File: config.mk
export PLATFORM = sky130hd
export DESIGN_NAME = dcmd_decoder
export DESIGN_NICKNAME = d
export VERILOG_FILES = /design/src/rtl/dcmd_pkg.sv /design/src/rtl/dcmd_seq.sv /design/src/rtl/dcmd_cfg_regs.sv /design/src/rtl/dcmd_gray_table.sv /design/src/rtl/dcmd_decoder.sv
export SDC_FILE = /design/constraint.sdc
export NUM_CORES = 1
export LEC_CHECK = 0
export BUFFER_PORTS_ARGS = -buffer_cell sky130_fd_sc_hd__buf_2
export CELL_PAD_IN_SITES_DETAIL_PLACEMENT = 1
export CELL_PAD_IN_SITES_GLOBAL_PLACEMENT = 1
export CORE_MARGIN = 2
export CORE_UTILIZATION = 45
export CTS_BUF_LIST = sky130_fd_sc_hd__clkbuf_2 sky130_fd_sc_hd__clkbuf_4 sky130_fd_sc_hd__clkbuf_8
export CTS_CLUSTER_DIAMETER = 50
export DETAILED_ROUTE_END_ITERATION = 6
export GPL_TIMING_DRIVEN = 0
export MAX_ROUTING_LAYER = met4
export PLACE_DENSITY = 0.83
export SYNTH_ARGS = -nofsm -noshare
export SYNTH_HDL_FRONTEND = slang
export SYNTH_SLANG_ARGS = --single-unit
File: constraint.sdc
create_clock -name clk -period 19.3 [get_ports clk]
set_input_delay 1.93 -clock clk [delete_from_list [all_inputs] [get_ports clk]]
set_output_delay 1.93 -clock clk [all_outputs]
set_load 0.005 [all_outputs]
File: src/rtl/dcmd_pkg.sv
package dcmd_pkg;
  localparam int BYTE_W = 8;

  localparam logic [BYTE_W-1:0] OP_END       = 8'h00;
  localparam logic [BYTE_W-1:0] OP_SLEEP_ON  = 8'hAE;
  localparam logic [BYTE_W-1:0] OP_SLEEP_OFF = 8'hAF;
  localparam logic [BYTE_W-1:0] OP_PHASE     = 8'hB1;
  localparam logic [BYTE_W-1:0] OP_CLOCK     = 8'hB3;
  localparam logic [BYTE_W-1:0] OP_GPIO      = 8'hB5;
  localparam logic [BYTE_W-1:0] OP_PRE2      = 8'hB6;
  localparam logic [BYTE_W-1:0] OP_TABLE     = 8'hB8;
  localparam logic [BYTE_W-1:0] OP_LINEAR    = 8'hB9;

  typedef enum logic [1:0] {
    ST_IDLE = 2'd0,
    ST_ARG  = 2'd1,
    ST_GS   = 2'd2,
    ST_TERM = 2'd3
  } seq_state_t;

  typedef struct packed {
    logic sleep_wr;
    logic sleep_val;
    logic phase_wr;
    logic clock_wr;
    logic gpio_wr;
    logic pre2_wr;
  } cfg_wr_t;
endpackage

File: src/rtl/dcmd_seq.sv
module dcmd_seq
  import dcmd_pkg::*;
#(
  parameter int GS_LEVELS = 15,
  localparam int IDX_W = (GS_LEVELS > 1) ? $clog2(GS_LEVELS) : 1
) (
  input  logic              clk,
  input  logic              rst_n,
  input  logic              in_valid,
  input  logic              in_cmd,
  input  logic [BYTE_W-1:0] in_byte,
  output cfg_wr_t           cfg_wr,
  output logic              sh_wr,
  output logic [IDX_W-1:0]  sh_idx,
  output logic              tbl_commit,
  output logic              tbl_linear
);
  localparam logic [IDX_W-1:0] LAST_IDX = IDX_W'(GS_LEVELS - 1);

  seq_state_t        state_q, state_d;
  logic [BYTE_W-1:0] op_q, op_d;
  logic [IDX_W-1:0]  cnt_q, cnt_d;

  always_comb begin
    state_d    = state_q;
    op_d       = op_q;
    cnt_d      = cnt_q;
    cfg_wr     = '0;
    sh_wr      = 1'b0;
    tbl_commit = 1'b0;
    tbl_linear = 1'b0;
    if (in_valid) begin
      if (in_cmd) begin
        state_d = ST_IDLE;
        if (state_q == ST_TERM && in_byte == OP_END) begin
          tbl_commit = 1'b1;
        end else begin
          unique case (in_byte)
            OP_SLEEP_ON: begin
              cfg_wr.sleep_wr  = 1'b1;
              cfg_wr.sleep_val = 1'b1;
            end
            OP_SLEEP_OFF: begin
              cfg_wr.sleep_wr  = 1'b1;
              cfg_wr.sleep_val = 1'b0;
            end
            OP_LINEAR: tbl_linear = 1'b1;
            OP_PHASE, OP_CLOCK, OP_GPIO, OP_PRE2: begin
              state_d = ST_ARG;
              op_d    = in_byte;
            end
            OP_TABLE: begin
              state_d = ST_GS;
              cnt_d   = '0;
            end
            default: ;
          endcase
        end
      end else begin
        state_d = ST_IDLE;
        unique case (state_q)
          ST_ARG: begin
            unique case (op_q)
              OP_PHASE: cfg_wr.phase_wr = 1'b1;
              OP_CLOCK: cfg_wr.clock_wr = 1'b1;
              OP_GPIO:  cfg_wr.gpio_wr  = 1'b1;
              OP_PRE2:  cfg_wr.pre2_wr  = 1'b1;
              default: ;
            endcase
          end
          ST_GS: begin
            sh_wr = 1'b1;
            if (cnt_q == LAST_IDX) begin
              state_d = ST_TERM;
            end else begin
              state_d = ST_GS;
              cnt_d   = cnt_q + 1'b1;
            end
          end
          default: ;
        endcase
      end
    end
  end

  assign sh_idx = cnt_q;

  always_ff @(posedge clk or negedge rst_n) begin
    if (!rst_n) begin
      state_q <= ST_IDLE;
      op_q    <= '0;
      cnt_q   <= '0;
    end else begin
      state_q <= state_d;
      op_q    <= op_d;
      cnt_q   <= cnt_d;
    end
  end
endmodule

File: src/rtl/dcmd_cfg_regs.sv
module dcmd_cfg_regs
  import dcmd_pkg::*;
#(
  parameter int LEN_W  = 4,
  parameter int MODE_W = 2
) (
  input  logic              clk,
  input  logic              rst_n,
  input  cfg_wr_t           cfg_wr,
  input  logic [BYTE_W-1:0] arg,
  output logic              sleep_on,
  output logic [LEN_W-1:0]  phase1_len,
  output logic [LEN_W-1:0]  phase2_len,
  output logic [LEN_W-1:0]  clk_div_code,
  output logic [LEN_W-1:0]  osc_trim,
  output logic [MODE_W-1:0] gpio0_mode,
  output logic [MODE_W-1:0] gpio1_mode,
  output logic [LEN_W-1:0]  precharge2_len
);
  always_ff @(posedge clk or negedge rst_n) begin
    if (!rst_n) sleep_on <= 1'b1;
    else if (cfg_wr.sleep_wr) sleep_on <= cfg_wr.sleep_val;
  end

  always_ff @(posedge clk or negedge rst_n) begin
    if (!rst_n) begin
      phase1_len <= '0;
      phase2_len <= '0;
    end else if (cfg_wr.phase_wr) begin
      phase1_len <= arg[LEN_W-1:0];
      phase2_len <= arg[2*LEN_W-1:LEN_W];
    end
  end

  always_ff @(posedge clk or negedge rst_n) begin
    if (!rst_n) begin
      clk_div_code <= '0;
      osc_trim     <= '0;
    end else if (cfg_wr.clock_wr) begin
      clk_div_code <= arg[LEN_W-1:0];
      osc_trim     <= arg[2*LEN_W-1:LEN_W];
    end
  end

  always_ff @(posedge clk or negedge rst_n) begin
    if (!rst_n) begin
      gpio0_mode <= '0;
      gpio1_mode <= '0;
    end else if (cfg_wr.gpio_wr) begin
      gpio0_mode <= arg[MODE_W-1:0];
      gpio1_mode <= arg[2*MODE_W-1:MODE_W];
    end
  end

  always_ff @(posedge clk or negedge rst_n) begin
    if (!rst_n) precharge2_len <= '0;
    else if (cfg_wr.pre2_wr) precharge2_len <= arg[LEN_W-1:0];
  end
endmodule

File: src/rtl/dcmd_gray_table.sv
module dcmd_gray_table
  import dcmd_pkg::*;
#(
  parameter int GS_LEVELS = 15,
  parameter int LIN_STEP  = 8,
  localparam int IDX_W   = (GS_LEVELS > 1) ? $clog2(GS_LEVELS) : 1,
  localparam int TABLE_W = GS_LEVELS * BYTE_W
) (
  input  logic               clk,
  input  logic               rst_n,
  input  logic               sh_wr,
  input  logic [IDX_W-1:0]   sh_idx,
  input  logic [BYTE_W-1:0]  sh_byte,
  input  logic               tbl_commit,
  input  logic               tbl_linear,
  output logic [TABLE_W-1:0] gs_table,
  output logic               lin_pulse
);
  for (genvar g = 0; g < GS_LEVELS; g++) begin : g_level
    localparam logic [BYTE_W-1:0] LIN_VAL = BYTE_W'((g + 1) * LIN_STEP);
    logic [BYTE_W-1:0] shadow_q;
    logic [BYTE_W-1:0] active_q;
    logic              sh_en;

    assign sh_en = sh_wr && (sh_idx == IDX_W'(g));

    always_ff @(posedge clk or negedge rst_n) begin
      if (!rst_n) shadow_q <= '0;
      else if (sh_en) shadow_q <= sh_byte;
    end

    always_ff @(posedge clk or negedge rst_n) begin
      if (!rst_n) active_q <= LIN_VAL;
      else if (tbl_linear) active_q <= LIN_VAL;
      else if (tbl_commit) active_q <= shadow_q;
    end

    assign gs_table[g*BYTE_W +: BYTE_W] = active_q;
  end

  always_ff @(posedge clk or negedge rst_n) begin
    if (!rst_n) lin_pulse <= 1'b0;
    else lin_pulse <= tbl_linear;
  end
endmodule

File: src/rtl/dcmd_decoder.sv
module dcmd_decoder
  import dcmd_pkg::*;
#(
  parameter int GS_LEVELS = 15,
  parameter int LIN_STEP  = 8,
  parameter int LEN_W     = 4,
  parameter int MODE_W    = 2,
  localparam int IDX_W   = (GS_LEVELS > 1) ? $clog2(GS_LEVELS) : 1,
  localparam int TABLE_W = GS_LEVELS * BYTE_W
) (
  input  logic               clk,
  input  logic               rst_n,
  input  logic               in_valid,
  input  logic               in_cmd,
  input  logic [BYTE_W-1:0]  in_byte,
  output logic               sleep_on,
  output logic [LEN_W-1:0]   phase1_len,
  output logic [LEN_W-1:0]   phase2_len,
  output logic [LEN_W-1:0]   clk_div_code,
  output logic [LEN_W-1:0]   osc_trim,
  output logic [MODE_W-1:0]  gpio0_mode,
  output logic [MODE_W-1:0]  gpio1_mode,
  output logic [LEN_W-1:0]   precharge2_len,
  output logic [TABLE_W-1:0] gs_table,
  output logic               lin_pulse
);
  logic [1:0]       rst_sync_q;
  logic             rst_int_n;
  cfg_wr_t          cfg_wr;
  logic             sh_wr;
  logic [IDX_W-1:0] sh_idx;
  logic             tbl_commit;
  logic             tbl_linear;

  always_ff @(posedge clk or negedge rst_n) begin
    if (!rst_n) rst_sync_q <= 2'b00;
    else rst_sync_q <= {rst_sync_q[0], 1'b1};
  end
  assign rst_int_n = rst_sync_q[1];

  dcmd_seq #(.GS_LEVELS(GS_LEVELS)) u_seq (
    .clk        (clk),
    .rst_n      (rst_int_n),
    .in_valid   (in_valid),
    .in_cmd     (in_cmd),
    .in_byte    (in_byte),
    .cfg_wr     (cfg_wr),
    .sh_wr      (sh_wr),
    .sh_idx     (sh_idx),
    .tbl_commit (tbl_commit),
    .tbl_linear (tbl_linear)
  );

  dcmd_cfg_regs #(.LEN_W(LEN_W), .MODE_W(MODE_W)) u_cfg (
    .clk            (clk),
    .rst_n          (rst_int_n),
    .cfg_wr         (cfg_wr),
    .arg            (in_byte),
    .sleep_on       (sleep_on),
    .phase1_len     (phase1_len),
    .phase2_len     (phase2_len),
    .clk_div_code   (clk_div_code),
    .osc_trim       (osc_trim),
    .gpio0_mode     (gpio0_mode),
    .gpio1_mode     (gpio1_mode),
    .precharge2_len (precharge2_len)
  );

  dcmd_gray_table #(.GS_LEVELS(GS_LEVELS), .LIN_STEP(LIN_STEP)) u_tbl (
    .clk        (clk),
    .rst_n      (rst_int_n),
    .sh_wr      (sh_wr),
    .sh_idx     (sh_idx),
    .sh_byte    (in_byte),
    .tbl_commit (tbl_commit),
    .tbl_linear (tbl_linear),
    .gs_table   (gs_table),
    .lin_pulse  (lin_pulse)
  );
endmodule

==> flow_results.org <==
** Detailed routing
- In the routed layout, each cell is associated on average with a via count of 5.22.
- Number of DRC violations after detailed-routing iteration 0 :: 404
- Total number of vias :: 7878
- After detailed routing, the total wire length is 29400 um.
- DRC viols :: 0
- WL/cell :: 19.5 um
- Antenna violation net count after detailed routing :: 0
- Number of iterations in the first detailed-routing pass :: 4

** GRT
- Wire length of the first global-routing pass :: 46600 um
- Overall routing resource usage :: 23.8%
- Maximum number of pins on one net before global-route repair :: 72
- The number of antenna violations at the first check in global routing is 0.
- Gr ovfl total :: 0
- The number of global-route vias before repair is 8411.

** Power
- In this run the static leakage power is about 7 nW.
- Tot Pwr :: between 0.001 and 0.0015 W
- Power density cells :: approximately 90 mW/mm^2
- Worst ir drop on vdd :: 0.0504 mV

** Clock tree
- Number of setup buffers added after CTS :: 0
- No sink is reached through more buffers than the 3 on the longest clock path.
- TritonCTS Buffers :: 48
- Cts hold-fix bufs :: 0
- Register clock-pin slew on the reported worst setup and hold paths :: 0.06 ns
- Maximum level of the CTS H-tree :: 2
- Clock tree synthesis selected as its root buffer the cell sky130_fd_sc_hd__clkbuf_8.
- TritonCTS clock tree :: built
- Later-pin clock latency in the skew report :: 0.55 ns
- After clock tree synthesis, the repair step resized 0 gates.
- Clock tree sinks :: 282

** Timing
- Setup total negative slack on the finished layout was measured at 0 ns.
- Final count of pins violating max slew :: 0
- Maximum clock rate :: 264 MHz
- The number of failing hold endpoints at the final stage is 0.
- In the post-route analysis, the smallest setup slack over all paths is 15.51 ns.
- After layout, the minimum clock period comes to approximately 3.8 ns.
- Setup repair after global routing left no endpoint under its margin.
- Post-route clock period utilization :: 19.6%
- Worst Skew :: 0.0259 ns
- Setup violations remaining at the end of the flow were counted as 0.
- Worst rel slew slack :: 34.6%
- Worst Tran Pin Value :: 0.980 ns

** Worst setup path
- Critical path data required time :: 19.72 ns
- Reg-to-reg critical path endpoint :: u_tbl.g_level[8].active_q[0]
- Critical Path End Type :: register
- STA classifies the critical path startpoint as an input port.
- Data arrival time at the worst-slack endpoint :: 4.21 ns
- Flop-to-flop setup slack :: 16.90 ns
- The worst register-to-register path has a depth of 6.
- The cell that appears most often on the critical path is sky130_fd_sc_hd__buf_2.
- In this run the worst path has a maximum fanout of 10.
- The setup path with the least slack is of type input port to register.
- The largest individual stage delay along the critical path comes from the cell sky130_fd_sc_hd__nand4_1.
- Reg-to-reg critical path startpoint :: u_seq.state_q[0]
- Worst-path cell chain :: buf_2 -> and4b_1 -> and3_1 -> nand4_1 -> inv_2 -> buf_2 -> buf_2 -> a21oi_1
- The largest single stage delay on the critical path is about 0.47 ns.

** Logic synthesis
- Cells after Synth :: roughly 940
- Counting flops with a built-in enable in the synthesized netlist gives 0.
- After synthesis, the mean cell area works out to ~12 um^2.
- Main flop type after synthesis :: sky130_fd_sc_hd__dfrtp_1
- Post-synthesis sequential element count :: 282
- Netlist Area Pre-Place :: between 0.01 and 0.015 mm^2
- Share of synthesized flip-flops with an asynchronous set or reset :: between 90% and 100%
- Number of unique standard cell types used by synthesis :: 44
- Seq/Total Area, Yosys :: 63.7%
- For this run, the number of Yosys warnings is 0.
- Post-Syn Nets :: 955

** Hold path
- In this run the worst hold path is classified as register to async pin.

** Floorplan
- Once the floorplan was initialized, standard cells occupied 45.8% of the core.
- The initialized floorplan defines 57 standard-cell rows.
- Number of top-level design ports :: 158
- Core Region :: 0.0243 mm^2
- Die width :: about 160 um
- Height of the chip :: 161 um
- Die footprint :: 0.0260 mm^2

** Place
- Half-perimeter wire length of the detailed placement result :: 20000 um
- Quantity of I/O buffers inserted on ports :: 153
- Pre-CTS worst setup slack :: around 15 ns
- Summing all placed instances gives a cell area of 0.0124 mm^2.
- Final weighted congestion in routability-driven placement :: approximately 0.79

** Layout
- Of the cells placed in the final design, the portion with a size suffix greater than 1 is 38.6%.
- Area growth from synthesis to layout :: 20.8%
- The number of antenna diodes in the final layout is 0.
- Summing all multi-input logic gate instances after layout gives 0.00373 mm^2.
- Across the whole layout, storage elements account for 0.00710 mm^2.
- Summing all non-filler instances in the final layout gives an area of 0.0135 mm^2.
- Final #Nets :: 1162
- Counting the fill cells in the layout gives roughly 2600.
- Share of the core filled with cells :: 55.4%

** Run
- Max-cap violations in this run came to 0.

** Run status
- Outcome :: finished clean
-- state kept, by name (all words and copies together), names as in the netlist, 2 cells and up --
signal,flops
u_seq.sh_idx,4
u_cfg.phase1_len,4
u_seq.state_q,2
u_cfg.gpio0_mode,2
u_seq.op_q,8
u_cfg.precharge2_len,4
rst_sync_q,2
u_tbl.g_level.shadow_q,120
u_cfg.gpio1_mode,2
u_tbl.g_level.active_q,120
u_cfg.clk_div_code,4
u_cfg.phase2_len,4
u_cfg.osc_trim,4
-- cells in the final DEF, fill, tap and decap left out, types with 4 or more instances in the layout --
master and n:
sky130_fd_sc_hd__nand4_1 5, sky130_fd_sc_hd__ha_1 4, sky130_fd_sc_hd__o21ai_0 4, sky130_fd_sc_hd__buf_4 9
sky130_fd_sc_hd__clkinv_2 11, sky130_fd_sc_hd__a21oi_1 90, sky130_fd_sc_hd__buf_2 162, sky130_fd_sc_hd__mux2_2 144
sky130_fd_sc_hd__clkbuf_1 41, sky130_fd_sc_hd__clkbuf_8 61, sky130_fd_sc_hd__nand2_1 256, sky130_fd_sc_hd__and2_1 6
sky130_fd_sc_hd__dfstp_2 33, sky130_fd_sc_hd__clkbuf_4 13, sky130_fd_sc_hd__nand3_1 40, sky130_fd_sc_hd__inv_1 4
sky130_fd_sc_hd__dfrtp_1 248
-- metal layers --
metal,wire [um],global-route usage [%],up-vias,share of wire (%)
met5,0,-,-,0
met4,498,6.25,0,1.7
met3,1380,4.01,40,4.7
met2,14800,39.6,186,50
met1,12700,30.5,4065,43
li1,-,-,3587,-
-- synthesized netlist by cell type (2+ instances only) --
| cell | instances | area, um^2 |
|---|---|---|
| sky130_fd_sc_hd__a21oi_1 | 90 | 450 |
| sky130_fd_sc_hd__and2_1 | 6 | 37.5 |
| sky130_fd_sc_hd__dfstp_2 | 33 | 867 |
| sky130_fd_sc_hd__buf_6 | 2 | 22.5 |
| sky130_fd_sc_hd__or2b_1 | 3 | 22.5 |
| sky130_fd_sc_hd__mux2_2 | 144 | 1620 |
| sky130_fd_sc_hd__and3_1 | 3 | 18.8 |
| sky130_fd_sc_hd__nor3_1 | 3 | 15.0 |
| sky130_fd_sc_hd__nand4_1 | 5 | 31.3 |
| sky130_fd_sc_hd__buf_2 | 9 | 45.0 |
| sky130_fd_sc_hd__inv_1 | 4 | 15.0 |
| sky130_fd_sc_hd__buf_4 | 9 | 67.6 |
| sky130_fd_sc_hd__and4bb_2 | 3 | 37.5 |
| sky130_fd_sc_hd__nor2b_1 | 2 | 12.5 |
| sky130_fd_sc_hd__nor2_1 | 3 | 11.3 |
| sky130_fd_sc_hd__dfrtp_1 | 249 | 6230 |
| sky130_fd_sc_hd__o21ai_0 | 4 | 20.0 |
| sky130_fd_sc_hd__nand2_1 | 256 | 961 |
| sky130_fd_sc_hd__clkbuf_1 | 41 | 154 |
| sky130_fd_sc_hd__nor3b_1 | 2 | 15.0 |
| sky130_fd_sc_hd__nand3_1 | 40 | 200 |
| sky130_fd_sc_hd__ha_1 | 4 | 50.1 |
| sky130_fd_sc_hd__mux2_4 | 3 | 45.0 |
-- report_power, final --
| group | switching [W] | total, W | internal (W) |
|---|---|---|---|
| sequential | 0.00000528 | 0.000605 | 0.000600 |
| clock | 0.000242 | 0.000567 | 0.000324 |
| combinational | 0.0000250 | 0.0000355 | 0.0000105 |
-- final cells by class --
class,count,area share (%)
plain buffers,62,2.18
multi-input cells,590,27.7
repair buffers,157,6.45
well taps,324,3.01
flip-flops and latches,282,52.8
clock inverters,14,0.762
inverters,5,0.139
clock buffers,74,6.96
-- kinds of logic (layout without fill, tap and decap cells) --
logic type / after synthesis / count (layout) / share of synthesized area (%)
AND/OR/NAND/NOR: 337 / 337 / 13.3
flip-flops: 282 / 282 / 63.7
multiplexers: 148 / 148 / 15.0
AO/OA/AOI/OAI: 99 / 99 / 4.60
buffers and inverters: 67 / 312 / 2.81
adder cells (fa/ha/maj): 4 / 4 / 0.449
other: 1 / 1 / 0.0336
XOR/XNOR: 1 / 1 / 0.0786
-- worst max-delay path by stage --
stage | to | slack [ns] | depth (start not counted) | from
finish | u_tbl.g_level[5].active_q[1] | 15.51 | 8 | in_byte[5]
floorplan | u_cfg.clk_div_code[0] | 10.92 | 0 | rst_sync_q[1]
CTS | u_tbl.g_level[5].active_q[1] | 15.53 | 8 | in_byte[5]
global placement | u_tbl.g_level[13].shadow_q[4] | 7.85 | 0 | rst_sync_q[1]
global route | u_tbl.g_level[5].active_q[1] | 15.37 | 8 | in_byte[5]
detailed placement | u_tbl.g_level[6].active_q[0] | 14.93 | 8 | in_byte[5]
-- critical path, delay by kind of cell --
kind | cells | cell delay, ns
and+or+nand+nor | 3 | 0.92
buffers and inverters | 4 | 1.28
AOI/OAI and AO/OA | 1 | 0.06
-- through the flow --
step                      instances  hold slack [ns]
after global routing           1508            0.365
after CTS                      1508            0.360
after detailed placement       1420            0.344
after floorplan                 939            0.331
final                          1508            0.334
after global placement         1416            0.336
(Power assumes the default switching activity.)
